--- src/rtl/fifo_irq_pkg.sv ---
package fifo_irq_pkg;
    localparam int ADDR_W = 12;
    localparam int DATA_W = 32;
    localparam int NSRC   = 4;

    // source-to-bit positions, shared by status and enable registers
    localparam int SRC_WR_HALF  = 0;
    localparam int SRC_RD_HALF  = 1;
    localparam int SRC_WR_EMPTY = 2;
    localparam int SRC_RD_FULL  = 3;

    localparam logic [ADDR_W-1:0] OFF_GLB = 12'h01C;
    localparam logic [ADDR_W-1:0] OFF_PND = 12'h020;
    localparam logic [ADDR_W-1:0] OFF_MSK = 12'h028;

    typedef enum logic [1:0] {
        SEL_NONE,
        SEL_GLB,
        SEL_PND,
        SEL_MSK
    } reg_sel_e;
endpackage

--- src/rtl/fifo_irq_dec.sv ---
module fifo_irq_dec
    import fifo_irq_pkg::*;
#(
    parameter int AW = ADDR_W
) (
    input  logic [AW-1:0] addr,
    output reg_sel_e      sel
);
    always_comb begin
        unique case (addr)
            AW'(OFF_GLB): sel = SEL_GLB;
            AW'(OFF_PND): sel = SEL_PND;
            AW'(OFF_MSK): sel = SEL_MSK;
            default:      sel = SEL_NONE;
        endcase
    end
endmodule

--- src/rtl/fifo_irq_edge.sv ---
module fifo_irq_edge #(
    parameter int N = 4
) (
    input  logic         clk,
    input  logic         rst_n,
    input  logic [N-1:0] lvl,
    output logic [N-1:0] rise
);
    logic [N-1:0] lvl_d;

    always_ff @(posedge clk) begin
        if (!rst_n) lvl_d <= '0;
        else        lvl_d <= lvl;
    end

    assign rise = lvl & ~lvl_d;
endmodule

--- src/rtl/fifo_irq_stat.sv ---
module fifo_irq_stat #(
    parameter int N = 4
) (
    input  logic         clk,
    input  logic         rst_n,
    input  logic [N-1:0] rise,
    input  logic         pnd_wr,
    input  logic         msk_wr,
    input  logic [N-1:0] wbits,
    output logic [N-1:0] pnd_q,
    output logic [N-1:0] msk_q,
    output logic         any_live
);
    for (genvar i = 0; i < N; i++) begin : g_bit
        logic bit_q;
        always_ff @(posedge clk) begin
            if (!rst_n)                  bit_q <= 1'b0;
            else if (rise[i])            bit_q <= 1'b1;
            else if (pnd_wr && wbits[i]) bit_q <= ~bit_q;
        end
        assign pnd_q[i] = bit_q;
    end

    always_ff @(posedge clk) begin
        if (!rst_n)      msk_q <= '0;
        else if (msk_wr) msk_q <= wbits;
    end

    assign any_live = |(pnd_q & msk_q);
endmodule

--- src/rtl/fifo_irq_regs.sv ---
module fifo_irq_regs
    import fifo_irq_pkg::*;
#(
    parameter int AW = ADDR_W,
    parameter int DW = DATA_W,
    parameter int NS = NSRC
) (
    input  logic          clk,
    input  logic          rst_n,
    input  logic [AW-1:0] bus_addr,
    input  logic          bus_we,
    input  logic [DW-1:0] bus_wdata,
    output logic [DW-1:0] bus_rdata,
    input  logic [NS-1:0] src_lvl,
    output logic          irq_out
);
    localparam int GLB_POS = DW - 1;

    reg_sel_e      sel;
    logic          glb_q;
    logic [NS-1:0] rise;
    logic [NS-1:0] pnd_q;
    logic [NS-1:0] msk_q;
    logic          any_live;
    logic          irq_q;

    fifo_irq_dec #(.AW(AW)) u_dec (
        .addr (bus_addr),
        .sel  (sel)
    );

    fifo_irq_edge #(.N(NS)) u_edge (
        .clk   (clk),
        .rst_n (rst_n),
        .lvl   (src_lvl),
        .rise  (rise)
    );

    fifo_irq_stat #(.N(NS)) u_stat (
        .clk      (clk),
        .rst_n    (rst_n),
        .rise     (rise),
        .pnd_wr   (bus_we && sel == SEL_PND),
        .msk_wr   (bus_we && sel == SEL_MSK),
        .wbits    (bus_wdata[NS-1:0]),
        .pnd_q    (pnd_q),
        .msk_q    (msk_q),
        .any_live (any_live)
    );

    always_ff @(posedge clk) begin
        if (!rst_n)                         glb_q <= 1'b0;
        else if (bus_we && sel == SEL_GLB)  glb_q <= bus_wdata[GLB_POS];
    end

    always_ff @(posedge clk) begin
        if (!rst_n) irq_q <= 1'b0;
        else        irq_q <= glb_q & any_live;
    end

    assign irq_out = irq_q;

    always_comb begin
        bus_rdata = '0;
        unique case (sel)
            SEL_GLB:  bus_rdata[GLB_POS]  = glb_q;
            SEL_PND:  bus_rdata[NS-1:0]   = pnd_q;
            SEL_MSK:  bus_rdata[NS-1:0]   = msk_q;
            default:  bus_rdata           = '0;
        endcase
    end
endmodule

--- config.mk ---
export PLATFORM = sky130hd
export DESIGN_NAME = fifo_irq_regs
export DESIGN_NICKNAME = d
export VERILOG_FILES = /design/src/rtl/fifo_irq_pkg.sv /design/src/rtl/fifo_irq_dec.sv /design/src/rtl/fifo_irq_edge.sv /design/src/rtl/fifo_irq_stat.sv /design/src/rtl/fifo_irq_regs.sv
export SDC_FILE = /design/constraint.sdc
export NUM_CORES = 1
export LEC_CHECK = 0
export BUFFER_PORTS_ARGS = -buffer_cell sky130_fd_sc_hd__buf_2
export CORE_ASPECT_RATIO = 0.75
export CORE_MARGIN = 5
export CORE_UTILIZATION = 37
export CTS_CLUSTER_SIZE = 14
export DETAILED_ROUTE_END_ITERATION = 16
export PLACE_DENSITY_LB_ADDON = 0.15
export SLEW_MARGIN = 15
export SYNTH_ARGS = -nofsm -noshare
export SYNTH_HDL_FRONTEND = slang
export SYNTH_SLANG_ARGS = --single-unit
--- constraint.sdc ---
create_clock -name clk -period 2.45 [get_ports clk]
set_input_delay 0.49 -clock clk [delete_from_list [all_inputs] [get_ports clk]]
set_output_delay 0.49 -clock clk [all_outputs]
set_load 0.03 [all_outputs]
* Word-level counts from Yosys, hierarchy flattened
Cells that the tools add are included.
** Word-level totals
- Register bits after elaboration :: 14
- Input port bits :: 51
- Output and inout port bits :: 33
- Word-level logic and storage cells :: 45
** Cells by class
- Equal/unequal tests :: 6
- Mux-type cells :: 11
- Bitwise gates (word level) :: 8
- Reductions and logical operators :: 12
** Operator list (number)
- 12-bit by 6-bit == test with 1-bit output (second input constant) :: 2
- 12-bit by 5-bit == test with 1-bit output (second input constant) :: 1
- 1-bit two-way mux :: 9
- 4-bit AND :: 2
- 4-bit case mux with 2 select lines :: 1
- 2-bit nonzero test :: 4
- 1-bit logical AND :: 7
- 2-bit case mux with 3 select lines :: 1
- 2-bit == test (second input constant) :: 2
- 1-bit NOT :: 4
- 4-bit NOT :: 1
- 4-bit OR reduction :: 1
- 2-bit by 1-bit == test with 1-bit output (second input constant) :: 1
- 1-bit AND :: 1

* Logic depth before layout (Yosys ltp)
- Word-level depth :: 7
- Mapped depth :: 5
- Gate-level depth less buffers :: 4

* Modules after synthesis
From an unflattened synthesis, not the netlist that was laid out.
** Unflattened totals
- Cells, all modules :: 104
- Area, all modules :: 949.7 um2
** By module, submodules not included
- fifo_irq_stat :: times used 1, cells each 37, area an instance 385.4 um2
- fifo_irq_regs :: times used 1, cells each 48, area an instance 379.1 um2
- fifo_irq_edge :: times used 1, cells each 12, area an instance 130.1 um2
- fifo_irq_dec :: times used 1, cells each 7, area an instance 55.1 um2

* Least setup slack after synthesis
Ideal clock, no wire load.
- Path kind :: input to output
- From :: input bus_addr[11]
- To :: output bus_rdata[0]
- Data arrival time :: 1.986 ns
- Setup slack :: -0.026 ns
- Stages on the path :: 4
- Buffers on the path :: 1
- Path through :: or4_4 > buf_6 > or3_1 > nor2_1
** Between the ends
- Longest elaborated chain between the ends :: 4
** RTL lines
- start, declared :: RTL line fifo_irq_regs.sv:10 : input logic [AW-1:0] bus_addr,
- 12-bit by 6-bit == test with 1-bit output or 12-bit by 5-bit == test with 1-bit output (tied branches) :: RTL line fifo_irq_dec.sv:10 : unique case (addr)
- 2-bit case mux with 3 select lines * :: RTL line fifo_irq_dec.sv:10
- 2-bit == test :: RTL line fifo_irq_regs.sv:65 : unique case (sel)
- 4-bit case mux with 2 select lines * :: RTL line fifo_irq_regs.sv:65
- end, declared :: RTL line fifo_irq_regs.sv:13 : output logic [DW-1:0] bus_rdata,
Every way passes the cells marked *; elsewhere a longest branch is shown, timed or not.

* Worst setup path after layout
- From :: input bus_addr[11]
- To :: output bus_rdata[1]
The elaborated chain is that of the path after synthesis.

==> impl_metrics.yaml <==
critical_path:
  rrSetupSlack_ps: 1650
  crit_type: "in -> out"
  slowest_stage: "or4_4"
  crit_required_ps: 1960
  worstPathArrival_ps: 1850
  slowest_delay_ps: 530
  critical_path.top_delay_family: "simple AND/OR/NAND/NOR gates"
  r2r_cells: 2
  r2r_end: "irq_out$_SDFF_PN0_"
  critPathMaxFanout: 4
  start_kind: "input port"
  cp-end-kind: "output port"
  crit_chain: "buf_2 > or4_4 > or3_4 > nor2_1 > buf_2"
  crit_top_cell: "buf_2"
  worstReg2RegStart: "u_stat.g_bit[1].bit_q$_SDFFE_PN0P_"
  path_buf_inv: 2
logic_synthesis:
  yosysTopAreaCell: "dfxtp_1"
  synthFlopType: "dfxtp_1"
  synth_area_leaders: "dfxtp_1 (30%), buf_4 (21%), mux2i_1 (5.3%)"
  syn_area_per_cell_um2: 8.75
  ys_warn_count: 0
  ys_types: 26
  ys_seq_elements: 14
  yosysSeqAreaShare_pct: 29.7
  synth_top_area_share_pct: 29.7
  syn-instance-count: 108
  netlist_area_um2: 945
  async_flop_share_pct: 0
  synth_edf_count: 0
  synth.most_common_cell: "buf_4"
  synth_common_cells: "buf_4 (27), dfxtp_1 (14), nand2_1 (7)"
detailed_routing:
  avgRoutedWirePerCell_um: 11.0
  drt_first_pass_iters: 4
  wl_mm: 1.89
  route.detailed.drc: 0
  vias: 726
  via_per_inst: 4.25
  drt_iter0_drc: 46
  ant_nets: 0
cts:
  clockBufferDepth: 2
  insertion_delay_ps: 280
  cts_buffers: 3
  cts_root_buf: "clkbuf_4"
  cts_tree: "done"
  cts.sinks: 14
  hold_buffers: 0
  ctsHtreeMaxLevel: 1
  clk_pin_slew_worst_paths_ps: 90
floorplanning:
  die_height_um: 53.8
  die_width_um: 68.3
  io_pins: 84
  core-area_um2: 2360
  num_rows: 15
  die-area_um2: 3670
  initial_core_util_pct: 39.9
power_and_ir_drop:
  peakVddDrop_mv: 0.290
  p_leak_uw: 0.000486
  p_per_area_nw_per_um2: 487
  comb_power_share_pct: 21.5
  internal_power_uw: 357
  switching_share_pct: 30.9
  clkPwrFrac_pct: 31.8
  p_switching_uw: 160
  p_seq_share_pct: 46.7
timing:
  post-route-period-util_pct: 95.4
  hold_viol: 0
  whs_ps: 426
  finalCriticalPeriod_ps: 2340
  fmax_ghz: 0.428
  setup_viol: 0
  slew_viol_final: 0
  rsz0062_at_grt: "no"
  fin_skew_ps: 3.95
  finalWorstSetupSlack_ps: 113
layout:
  fill_cells: 278
  ff_latch_area_um2: 280
  area_delta_synth_final_pct: 12.2
  antennaDiodeCount: 0
  multi_input_area_um2: 533
  utilization_pct: 44.8
  drive_above_1_share_pct: 31.4
  nets: 189
global_route:
  grt_util_all_layers_pct: 10.2
  overflow: 0
  grt_pass1_wl_mm: 2.77
  antenna_found_initial: 0
  grt_pass1_vias: 646
  grt_max_degree: 19
placed_design:
  dpl.hpwl_mm: 1.58
  place.gp.congestion: 0.696
  dp_slack_ps: 45.3
  numPortBuffers: 29
hold_path:
  hold-path-endpoint: "u_edge.lvl_d[3]$_SDFF_PN0_"
  hp-start: "src_lvl[3]"
  min_path_cells: 2
  hold_path.class: "in -> reg"
status:
  status: "complete, no violations"
flow_run:
  maxCapViolCount: 0
-- cells in the final DEF (no fill, tap or decap), types with 5 or more instances in the layout --
cell / count
mux2i_1: 5
dfxtp_1: 14
conb_1: 27
buf_2: 29
nand2_1: 7
nand3_1: 5
nor2_1: 5
-- per-layer routing --
| layer | global-route usage, % | vias to the layer above | part of all wire, % |
|---|---|---|---|
| met3 | 5.01 | 0 | 11 |
| li1 | - | 371 | - |
| met1 | 12.6 | 327 | 41 |
| met5 | 0 | - | 0 |
| met4 | 0.990 | 0 | 0 |
| met2 | 16.6 | 28 | 48 |
-- flip-flops by register name, summed over array words and instances (netlist names) --
signal,count
glb_q,1
irq_out,1
u_edge.lvl_d,4
u_stat.g_bit.bit_q,4
u_stat.msk_q,4
-- cells by family (layout without fill, tap and decap cells) --
family                    after synthesis  count (layout)  share of synthesized area, %
AOI/OAI and AO/OA                      11              11                          7.42
xor gates and xnor gates                4               4                          3.71
buffers and inverters                  33              36                          24.8
DFF                                    14              14                          29.7
muxes                                   5               5                          5.30
other                                   1              27                         0.397
and+or+nand+nor                        40              40                          28.7
-- layout make-up --
cell class	count	area share (%)
tap	34	4.01
clock buffer	4	3.42
multi-input combinational	87	50.3
sequential	14	26.4
timing repair buffer	32	15.8
-- power groups by stage --
stage	Sequential, uW	Clock [uW]	Combinational [uW]
2_1_floorplan	245	0	119
5_1_grt	243	189	121
3_5_place_dp	247	0	110
6_report	241	164	111
3_3_place_gp	246	0	109
4_1_cts	241	173	110
-- how the worst max path moves through the flow --
| stage | start | to | slack [ps] | depth (start not counted) |
|---|---|---|---|---|
| floorplan | bus_addr[11] | bus_rdata[0] | -30 | 4 |
| global placement | bus_addr[11] | bus_rdata[0] | 40 | 5 |
| detailed placement | bus_addr[11] | bus_rdata[1] | 50 | 5 |
| CTS | bus_addr[11] | bus_rdata[1] | 40 | 5 |
| global route | bus_addr[11] | bus_rdata[1] | 40 | 5 |
| finish | bus_addr[11] | bus_rdata[1] | 110 | 5 |
-- timing repair --
item / in CTS / in global routing
hold endpoints to repair: 0 / 0
gates resized for setup: 0 / 1
setup endpoints to repair: 0 / 3
buffers inserted: 0 / 0
-- stage by stage --
step                      TNS (ps)  cells  total power, uW  area [um^2]
after floorplan               -103    134              364         1040
after global placement           0    167              355         1020
after detailed placement         0    167              356         1020
after CTS                        0    171              525         1050
after global routing             0    171              552         1060
final                            0    171              516         1060
Note: power is estimated with default switching activity, not from simulation.
